File: config.mk
export PLATFORM = sky130hd
export DESIGN_NAME = match_timer_bank
export DESIGN_NICKNAME = d
export VERILOG_FILES = /design/src/rtl/mtb_pkg.sv /design/src/rtl/mtb_capture.sv /design/src/rtl/mtb_channel.sv /design/src/rtl/match_timer_bank.sv
export SDC_FILE = /design/constraint.sdc
export NUM_CORES = 2
export LEC_CHECK = 0
export BUFFER_PORTS_ARGS = -buffer_cell sky130_fd_sc_hd__buf_2
export CORE_MARGIN = 4
export CORE_UTILIZATION = 57
export CTS_BUF_LIST = sky130_fd_sc_hd__clkbuf_4 sky130_fd_sc_hd__clkbuf_8
export CTS_CLUSTER_SIZE = 30
export DETAILED_ROUTE_END_ITERATION = 7
export GPL_TIMING_DRIVEN = 0
export HOLD_SLACK_MARGIN = 0.08
export PLACE_DENSITY = 0.74
export SYNTH_ARGS = -nofsm -noshare
export SYNTH_HDL_FRONTEND = slang
export SYNTH_SLANG_ARGS = --single-unit
File: constraint.sdc
create_clock -name clk -period 2.9 [get_ports clk]
set_input_delay 0.29 -clock clk [delete_from_list [all_inputs] [get_ports clk]]
set_output_delay 0.29 -clock clk [all_outputs]
set_load 0.03 [all_outputs]
File: src/rtl/mtb_pkg.sv
`timescale 1ns/1ps
// Package: shared address layout of the match timer bank.
// Assumes at most three match comparators per channel (offsets 0..2).
package mtb_pkg;
    localparam int OFF_W = 3;

    // Offsets inside a channel block
    typedef enum logic [OFF_W-1:0] {
        OFF_MATCH0  = 3'd0,
        OFF_MATCH1  = 3'd1,
        OFF_MATCH2  = 3'd2,
        OFF_STATUS  = 3'd3,
        OFF_IEN     = 3'd4,
        OFF_CAPTURE = 3'd5
    } ch_off_e;

    // Offsets inside the global block
    typedef enum logic [OFF_W-1:0] {
        G_RUN     = 3'd0,
        G_CLKSEL  = 3'd1,
        G_MODE    = 3'd2,
        G_CAPSTAT = 3'd3
    } glob_off_e;
endpackage

File: src/rtl/mtb_capture.sv
`timescale 1ns/1ps
// Module: mtb_capture
// Takes a snapshot of a count on request and reports it valid after DELAY
// cycles. Assumes DELAY >= 1. The value reads as zero while not valid.
module mtb_capture #(
    parameter int CNT_W = 32,
    parameter int DELAY = 4
)(
    input  logic             clk,
    input  logic             rst_n,
    input  logic             req,
    input  logic [CNT_W-1:0] count,
    output logic             valid,
    output logic [CNT_W-1:0] value
);
    localparam int DLY_W = $clog2(DELAY + 1);

    logic [CNT_W-1:0] snap_q;
    logic [DLY_W-1:0] wait_q;

    // Snapshot on request, then count down the settling delay
    always_ff @(posedge clk) begin
        if (!rst_n) begin
            snap_q <= '0;
            wait_q <= '0;
            valid  <= 1'b0;
        end else if (req) begin
            snap_q <= count;
            wait_q <= DLY_W'(DELAY);
            valid  <= 1'b0;
        end else if (wait_q != '0) begin
            wait_q <= wait_q - 1'b1;
            if (wait_q == DLY_W'(1))
                valid <= 1'b1;
        end
    end

    // Hide the snapshot until it has settled
    assign value = valid ? snap_q : '0;

    AST_REQ_DROPS_VALID: assert property (@(posedge clk) disable iff (!rst_n)
        req |=> !valid);
    AST_VALID_AFTER_WAIT: assert property (@(posedge clk) disable iff (!rst_n)
        $rose(valid) |-> (wait_q == '0) && !$past(req));
endmodule

File: src/rtl/mtb_channel.sv
`timescale 1ns/1ps
// Module: mtb_channel
// One up-counter with NUM_MATCH comparators, sticky status and enables.
// Assumes `start` only pulses on a 0->1 run transition (run still 0 then)
// and that NUM_SRC equals 2**SEL_W.
module mtb_channel #(
    parameter int CNT_W     = 32,
    parameter int NUM_MATCH = 3,
    parameter int SEL_W     = 2,
    parameter int NUM_SRC   = 4
)(
    input  logic                       clk,
    input  logic                       rst_n,
    input  logic                       run,
    input  logic                       start,
    input  logic                       periodic,
    input  logic [SEL_W-1:0]           sel,
    input  logic [NUM_SRC-1:0]         tick_src,
    input  logic [NUM_MATCH-1:0]       match_wr,
    input  logic                       ien_wr,
    input  logic [NUM_MATCH-1:0]       status_clr,
    input  logic [CNT_W-1:0]           wdata,
    output logic [NUM_MATCH*CNT_W-1:0] match_flat,
    output logic [NUM_MATCH-1:0]       status,
    output logic [NUM_MATCH-1:0]       ien,
    output logic [CNT_W-1:0]           count,
    output logic                       irq_req
);
    logic                 tick;
    logic [NUM_MATCH-1:0] hit;

    // A tick counts only while enabled and on the selected source
    assign tick = run && tick_src[sel] && !start;

    for (genvar m = 0; m < NUM_MATCH; m++) begin : g_match
        logic [CNT_W-1:0] match_q;

        // Comparator value register
        always_ff @(posedge clk) begin
            if (!rst_n)           match_q <= '0;
            else if (match_wr[m]) match_q <= wdata;
        end

        assign hit[m] = tick && (count == match_q);
        assign match_flat[m*CNT_W +: CNT_W] = match_q;

        AST_HIT_SETS: assert property (@(posedge clk) disable iff (!rst_n)
            hit[m] |=> status[m]);
        AST_CLEAR_WORKS: assert property (@(posedge clk) disable iff (!rst_n)
            (status_clr[m] && !hit[m]) |=> !status[m]);
    end

    // Counter: restart on start, reload in periodic mode, else increment
    always_ff @(posedge clk) begin
        if (!rst_n)                  count <= '0;
        else if (start)              count <= '0;
        else if (tick) begin
            if (periodic && hit[0])  count <= '0;
            else                     count <= count + 1'b1;
        end
    end

    // Sticky status: a new hit beats a clear in the same cycle
    always_ff @(posedge clk) begin
        if (!rst_n) status <= '0;
        else        status <= (status & ~status_clr) | hit;
    end

    // Interrupt enable register
    always_ff @(posedge clk) begin
        if (!rst_n)      ien <= '0;
        else if (ien_wr) ien <= wdata[NUM_MATCH-1:0];
    end

    assign irq_req = |(status & ien);

    AST_IDLE_HOLDS: assert property (@(posedge clk) disable iff (!rst_n)
        (!run && !start) |=> $stable(count));
    AST_START_ZERO: assert property (@(posedge clk) disable iff (!rst_n)
        start |=> (count == '0));
    AST_PERIODIC_RELOAD: assert property (@(posedge clk) disable iff (!rst_n)
        (tick && periodic && hit[0]) |=> (count == '0));
    AST_IDLE_NO_STATUS: assert property (@(posedge clk) disable iff (!rst_n)
        !run |=> ((status & ~$past(status)) == '0));
endmodule

File: src/rtl/match_timer_bank.sv
`timescale 1ns/1ps
// Module: match_timer_bank (top)
// Register-mapped bank of match timers with a shared interrupt.
// Address = {block, offset}: block 0 is global, block c+1 is channel c.
// Assumes NUM_CH*SEL_W and NUM_CH fit in CNT_W and NUM_CH < 2**BLK_W.
module match_timer_bank
    import mtb_pkg::*;
#(
    parameter int NUM_CH    = 3,
    parameter int NUM_MATCH = 3,
    parameter int CNT_W     = 32,
    parameter int SEL_W     = 2,
    parameter int CAP_DELAY = 4,
    parameter int ADDR_W    = 6
)(
    input  logic                    clk,
    input  logic                    rst_n,
    input  logic                    reg_wr,
    input  logic [ADDR_W-1:0]       reg_addr,
    input  logic [CNT_W-1:0]        reg_wdata,
    output logic [CNT_W-1:0]        reg_rdata,
    input  logic [(2**SEL_W)-1:0]   tick_src,
    output logic                    irq
);
    localparam int NUM_SRC = 2**SEL_W;
    localparam int BLK_W   = ADDR_W - OFF_W;

    logic [BLK_W-1:0]        blk;
    logic [OFF_W-1:0]        off;
    logic                    glob_wr;
    logic [NUM_CH-1:0]       run_q, mode_q, start, cap_valid, ch_irq;
    logic [NUM_CH*SEL_W-1:0] clksel_q;

    logic [NUM_MATCH*CNT_W-1:0] ch_match  [NUM_CH];
    logic [NUM_MATCH-1:0]       ch_status [NUM_CH];
    logic [NUM_MATCH-1:0]       ch_ien    [NUM_CH];
    logic [CNT_W-1:0]           ch_count  [NUM_CH];
    logic [CNT_W-1:0]           cap_value [NUM_CH];

    assign blk     = reg_addr[ADDR_W-1:OFF_W];
    assign off     = reg_addr[OFF_W-1:0];
    assign glob_wr = reg_wr && (blk == '0);

    // Global control registers: run, clock select, mode
    always_ff @(posedge clk) begin
        if (!rst_n) begin
            run_q    <= '0;
            clksel_q <= '0;
            mode_q   <= '0;
        end else if (glob_wr) begin
            case (off)
                G_RUN:    run_q    <= reg_wdata[NUM_CH-1:0];
                G_CLKSEL: clksel_q <= reg_wdata[NUM_CH*SEL_W-1:0];
                G_MODE:   mode_q   <= reg_wdata[NUM_CH-1:0];
                default:  ;
            endcase
        end
    end

    for (genvar c = 0; c < NUM_CH; c++) begin : g_ch
        logic                 ch_wr;
        logic [NUM_MATCH-1:0] match_wr;

        assign ch_wr    = reg_wr && (blk == BLK_W'(c + 1));
        assign start[c] = glob_wr && (off == G_RUN) && reg_wdata[c] && !run_q[c];

        for (genvar m = 0; m < NUM_MATCH; m++) begin : g_mw
            assign match_wr[m] = ch_wr && (off == OFF_W'(m));
        end

        mtb_channel #(
            .CNT_W(CNT_W), .NUM_MATCH(NUM_MATCH), .SEL_W(SEL_W), .NUM_SRC(NUM_SRC)
        ) u_chan (
            .clk        (clk),
            .rst_n      (rst_n),
            .run        (run_q[c]),
            .start      (start[c]),
            .periodic   (mode_q[c]),
            .sel        (clksel_q[c*SEL_W +: SEL_W]),
            .tick_src   (tick_src),
            .match_wr   (match_wr),
            .ien_wr     (ch_wr && (off == OFF_IEN)),
            .status_clr ((ch_wr && (off == OFF_STATUS)) ? reg_wdata[NUM_MATCH-1:0] : '0),
            .wdata      (reg_wdata),
            .match_flat (ch_match[c]),
            .status     (ch_status[c]),
            .ien        (ch_ien[c]),
            .count      (ch_count[c]),
            .irq_req    (ch_irq[c])
        );

        mtb_capture #(.CNT_W(CNT_W), .DELAY(CAP_DELAY)) u_cap (
            .clk   (clk),
            .rst_n (rst_n),
            .req   (ch_wr && (off == OFF_CAPTURE) && reg_wdata[0]),
            .count (ch_count[c]),
            .valid (cap_valid[c]),
            .value (cap_value[c])
        );

        AST_START_FROM_IDLE: assert property (@(posedge clk) disable iff (!rst_n)
            start[c] |=> run_q[c] && (ch_count[c] == '0));
    end

    // Read mux: global block or addressed channel block
    always_comb begin
        reg_rdata = '0;
        if (blk == '0) begin
            case (off)
                G_RUN:     reg_rdata[NUM_CH-1:0]       = run_q;
                G_CLKSEL:  reg_rdata[NUM_CH*SEL_W-1:0] = clksel_q;
                G_MODE:    reg_rdata[NUM_CH-1:0]       = mode_q;
                G_CAPSTAT: reg_rdata[NUM_CH-1:0]       = cap_valid;
                default:   ;
            endcase
        end else begin
            for (int c = 0; c < NUM_CH; c++) begin
                if (blk == BLK_W'(c + 1)) begin
                    if (int'(off) < NUM_MATCH)
                        reg_rdata = ch_match[c][int'(off)*CNT_W +: CNT_W];
                    else begin
                        case (off)
                            OFF_STATUS:  reg_rdata[NUM_MATCH-1:0] = ch_status[c];
                            OFF_IEN:     reg_rdata[NUM_MATCH-1:0] = ch_ien[c];
                            OFF_CAPTURE: reg_rdata = cap_value[c];
                            default:     ;
                        endcase
                    end
                end
            end
        end
    end

    // Shared interrupt: any channel with an enabled pending match
    assign irq = |ch_irq;

    AST_IRQ_QUIET_AFTER_RESET: assert property (@(posedge clk)
        !rst_n |=> !irq);
endmodule

; After elaboration in Yosys (flattened, before gate mapping)
; Cells that the tools add are included.
[word_totals]
in_bits = 45
wordCells = 193
output_inout_bits = 33
regBits = 522
[op_classes]
eq_ne = 20
order_cmp = 4
mux = 37
reduce_logical = 77
n_bitwise = 13
shift = 3
addsub = 6
[ops]
columns = op, n
row1 = $mux W32, 12
row2 = $eq A32 B32 Y1, 9
row3 = $shiftx A96 B9 Y32, 3
row4 = $add A32 B1 Y32 const B, 3
row5 = $mux W29, 3
row6 = $logic_and A1 B1 Y1, 50
row7 = $mux W3, 10
row8 = $pmux W3 S3, 3
row9 = $mux W26, 1
row10 = $and A3 B3 Y3, 6
row11 = $eq A3 B1 Y1 const B, 5
row12 = $eq A3 B2 Y1 const B, 4
row13 = $pmux W3 S4, 1
row14 = $reduce_and A2 Y1, 6
row15 = $reduce_or A2 Y1, 6
row16 = $lt A2 B3 Y1 const B, 3
row17 = $not A3 Y3, 3
row18 = $or A3 B3 Y3, 3
row19 = $reduce_bool A3 Y1, 3
row20 = $reduce_or A9 Y1, 1
row21 = $sub A3 B1 Y3 const B, 3
row22 = $bmux W1 S2, 3
row23 = $eq A3 B3 Y1 const B, 2
row24 = $logic_not A1 Y1, 6
row25 = other kinds (6), 11

; Depth between registers and ports, before layout
[logic_depth]
word_depth = 11
depth_mapped = 9
depth_no_buf = 6

; Modules after synthesis
; Synthesis repeated with hierarchy kept, for this count alone.
[hier_totals]
hier_cells = 3098
hier_area_um2 = 29652.2
[by_module_without_submodules]
columns = mod, instances, seq_area_each_um2, cells_each, area_each_um2
row1 = mtb_channel, 3, 2682.6, 686, 6690.2
row2 = mtb_capture, 3, 720.7, 160, 1682.9
row3 = match_timer_bank, 1, 240.2, 560, 4533.1

; Worst setup path after synthesis
; Ideal clock, no wire load.
[synth_path]
path_kind = input to output
startpoint = in reg_addr[3]
endpoint = out reg_rdata[4]
cell_stages = 8
t_required_ns = 2.610
arrival_ns = 2.212
slack_ns = 0.398
path_cell_list = buf_2 -> inv_2 -> or3_1 -> buf_2 -> clkbuf_1 -> o22ai_1 -> a21oi_1 -> o31ai_1
[synth_via]
elab_chain_len = 9
[synth_lines]
columns = item, line_no
row1 = from (decl), match_timer_bank.sv:19  ; input logic [ADDR_W-1:0] reg_addr,
row2 = $eq A3 B1 Y1, match_timer_bank.sv:118  ; if (blk == BLK_W'(c + 1)) begin
row3 = $mux W32, match_timer_bank.sv:118
row4 = $mux W29, match_timer_bank.sv:122  ; case (off)
row5 = $mux W32, match_timer_bank.sv:119  ; if (int'(off) < NUM_MATCH)
row6 = $mux W32, match_timer_bank.sv:118
row7 = $mux W29, match_timer_bank.sv:122
row8 = $mux W32, match_timer_bank.sv:119
row9 = $mux W32, match_timer_bank.sv:118
row10 = $mux W6 *, match_timer_bank.sv:108  ; if (blk == '0) begin
row11 = to (decl), match_timer_bank.sv:21  ; output logic [CNT_W-1:0] reg_rdata,
; Mark *: on every way between the ends. The rest lies on a longest branch, timed or not.

; Worst setup path after layout
[layout_path]
startpoint = reg g_ch[0].u_chan.g_match[0].match_q[23]
endpoint = out reg_rdata[23]
[layout_via]
elab_chain_len = 10
[layout_lines]
columns = item, line_no
row1 = from (decl), mtb_channel.sv:36  ; logic [CNT_W-1:0] match_q;
row2 = from (signal assigned), mtb_channel.sv:41  ; else if (match_wr[m]) match_q <= wdata;
row3 = $shiftx A96 B9 Y32 *, match_timer_bank.sv:120  ; reg_rdata = ch_match[c][int'(off)*CNT_W +: CNT_W];
row4 = $mux W32 *, match_timer_bank.sv:119
row5 = $mux W32 *, match_timer_bank.sv:118
row6 = $mux W29, match_timer_bank.sv:122
row7 = $mux W32, match_timer_bank.sv:119
row8 = $mux W32 *, match_timer_bank.sv:118
row9 = $mux W29, match_timer_bank.sv:122
row10 = $mux W32, match_timer_bank.sv:119
row11 = $mux W32 *, match_timer_bank.sv:118
row12 = $mux W26 *, match_timer_bank.sv:108
; Marked as above.

==> metrics.txt <==
outcome finished, violations left; failing checks setup timing; Post-Synth XOR/XNOR Area 0.1169; worst-path maximum fanout 3; H-tree levels 3; synth unique cells between 60 and 70; first-pass GRT wire length 170.9 mm; EDFF count, synth 0; list of most frequent post-synthesis cells 865 x nand2_1, 522 x dfxtp_1, 366 x a21boi_1, 228 x clkbuf_1, 204 x xnor2_1; leakage power approximately 12 nW; Syn Inst Count 3,465; worst r2r src g_ch[2].u_chan.count[1]; post-synthesis simple-gate area fraction 0.2206; Peak VDD IR around 0.38 mV; asr flop ratio synth 0; Critical Path Max Stage Delay 0.68 ns; die width around 230 µm; Reg2Reg Setup Slack roughly 0.070 ns; residual DRC count 0; type of origin of the critical path flop; CTS Root Cell clkbuf_8; clock-pin slew on the worst setup and hold paths about 0.060 ns; DR vias/cell 6.352; GRT Overall Usage 0.4348; IO buf count 42; RR Endpoint g_ch[2].u_chan.count[11]; CTS tree yes; FF-to-FF path depth 7; Hold Vio Cnt, Final 0; DRT Wirelength around 120 mm; Final GP Congestion approximately 1.1; Initial DRC Count approximately 4.1k; setup ws final -0.1578 ns; power per standard cell area between 500 and 600 nW/µm²; CP endpoint kind primary output; maximum clock frequency roughly 0.33 GHz; Routed Antenna Nets 0; slew margin rel. 0.06695; router iterations before antenna repair 8; largest net degree at the start of global routing 19; Compound-Gate Fraction of Synth Area 0.1808; Row Count roughly 80; largest family of logic cells by synthesized area simple AND/OR/NAND/NOR gates; Final nets ~3.7k; CTS buffer count 90; share of cells above drive strength 1 0.1345; Core ar. approximately 49,000 µm²; Worst Hold Path Cells 4; GR Util met2 0.6578; Initial Util 0.5771; gr ovfl total 0; Synth Area in Adders 0.007955; Clock Path Buffers 3; Slew Limit Fails 0; vias in the first global route approximately 26k; routing usage on met3 0.1196; Mapped Nets between 3k and 4k; dominant synthesized flop cell dfxtp_1; Synth area leader dfxtp_1; Arr. time, crit path 2.77 ns; Setup TNS Final -0.9835 ns; Ports 78; Final Setup Violations 10; Tightest Pin Transition ~1.4 ns; Max Clock Skew 0.02308 ns; Hold Path Sink run_q[0]; count leader, synth nand2_1; multiplexer share of the synthesized area 0.04539; Vias ~28k; chip height 230.9 µm; M1 GR Usage 0.5381; worst path buffer plus inverter count 1; max-cap check violation count 0; HPWL Detailed slightly above 90 mm; Layout area overhead 12.51%; RSZ-0062 raised after global routing true; area share of the largest cell type after synthesis 0.3691; Clk Latency, worst-skew pair between 0.7 and 0.8 ns; global route hottest layer met2; routed len/inst about 28 µm; initial antenna violation count 6; critical path start-end classification flop to primary output; mean post-synth cell area between 8 and 9 µm²; sequential area share after synthesis 0.3691; clk sinks 522; Tmin final approximately 3 ns; startpoint of the worst hold path reg_addr[4]; hold crit path type input pin to flop; critical path required time between 2 and 3 ns; critical path's slowest cell a222oi_1; flops & latches, synth roughly 520; Cell Chain, Critical Path mux2i_4 -> a2bb2oi_2 -> o22ai_1 -> a222oi_1 -> nand2_1 -> buf_6; Total Die Area 53,300 µm²; Synth area leaders dfxtp_1 37%, nand2_1 11%, a21boi_1 9.7%; dpl ws -0.7207 ns; synth warn 0; CP top delay family compound AO/OA/AOI/OAI gates; Tcrit/Tclk final 1.054; Post-Syn Area 28,310 µm²
==> cell type report <==
type / instances / area, µm²
inverter: 30 / 112.6
timing repair buffer: 50 / 347.8
buffer: 351 / 1632
clock inverter: 12 / 101.3
clock buffer: 145 / 1858
antenna: 5 / 12.51
sequential: 522 / 10480
fill: 4381 / 17200
tap: 664 / 830.8
multi-input combinational: 2555 / 16480
==> worst register-to-register path: cells and delay by family, from the launching register on <==
kind          cells  cell delay [ns]
xor+xnor          1             0.25
buf+inv           2             0.73
flops             1             0.34
simple gates      4             1.39
==> per-stage QoR <==
stage | cell area, µm² | hold WS (ns) | power (mW) | instances | util
detailed placement | 29360 | 0.4460 | 8.696 | 4171 | 0.5985
floorplan | 28310 | 0.4344 | 8.219 | 3465 | -
finish | 31850 | 0.1211 | 16.02 | 4334 | 0.6493
global placement | 29350 | 0.4414 | 8.658 | 4171 | 0.5984
global route | 31840 | 0.1418 | 16.35 | 4330 | 0.6491
CTS | 31680 | 0.09071 | 15.88 | 4332 | 0.6459
==> cells by family after synthesis <==
kind of cell	Yosys count
compound gates	693
mux	117
buf+inv	388
fa+ha+maj	18
xor+xnor	378
flops	522
simple gates	1349
==> routing by layer <==
metal | part of all wire | wire length, µm | vias to the layer above
li1 | - | - | 12058
met2 | 0.43 | 51220 | 1934
met4 | 0.085 | 10240 | 2
met5 | 0.000092 | 11 | -
met3 | 0.12 | 14290 | 508
met1 | 0.37 | 44030 | 13029
==> placed cells by master, fill, tap and decap left out, types with 27 or more instances in the layout <==
cell type	count
nand2_1	865
dfxtp_1	502
a21boi_1	366
clkbuf_1	210
xnor2_1	204
xor2_1	174
clkbuf_8	123
buf_2	122
nor3_1	93
nand4_1	76
mux2i_1	67
nand3_1	67
nor2_1	62
a2bb2oi_1	56
a21oi_1	51
nor4_1	48
a21boi_0	36
clkbuf_4	33
mux2_2	31
o22ai_1	30
inv_1	28
nor3_2	28
o22a_1	28
o21ai_0	27
==> repair_timing <==
action / in CTS / in global routing
pin swaps: 17 / 22
resized for setup: 99 / 55
endpoints found under the setup margin: 62 / 106
hold buffers: 6 / 0
endpoints found under the hold margin: 12 / 0
buffers inserted: 1 / 1
==> how the worst max path moves through the flow <==
| stage | start | endpoint | slack, ns | cells past startpoint |
|---|---|---|---|---|
| 2_1_floorplan | reg_addr[3] | reg_rdata[4] | 0.40 | 8 |
| 3_3_place_gp | reg_addr[1] | reg_rdata[14] | -0.71 | 9 |
| 3_5_place_dp | reg_addr[1] | reg_rdata[14] | -0.72 | 9 |
| 4_1_cts | g_ch[1].u_chan.g_match[0].match_q[16] | reg_rdata[16] | -0.05 | 6 |
| 5_1_grt | g_ch[1].u_chan.g_match[0].match_q[16] | reg_rdata[16] | -0.23 | 6 |
| 6_report | g_ch[0].u_chan.g_match[0].match_q[23] | reg_rdata[23] | -0.16 | 6 |
==> where the power goes <==
group | leakage [nW] | switching [mW] | internal, mW
clock network | 1.04 | 3.25 | 4.13
registers | 4.22 | 0.0681 | 7.23
logic | 6.59 | 0.901 | 0.439
total | 11.8 | 4.22 | 11.8
==> registers in the layout, indices dropped and copies added (netlist names) <==
register,count
g_ch.u_chan.g_match.match_q,288
g_ch.u_cap.snap_q,96
g_ch.u_chan.count,96
clksel_q,6
g_ch.u_cap.valid,3
mode_q,3
run_q,3
g_ch.u_cap.wait_q,9
g_ch.u_chan.ien,9
g_ch.u_chan.status,9
No activity file was read; power rests on OpenSTA's default activity.
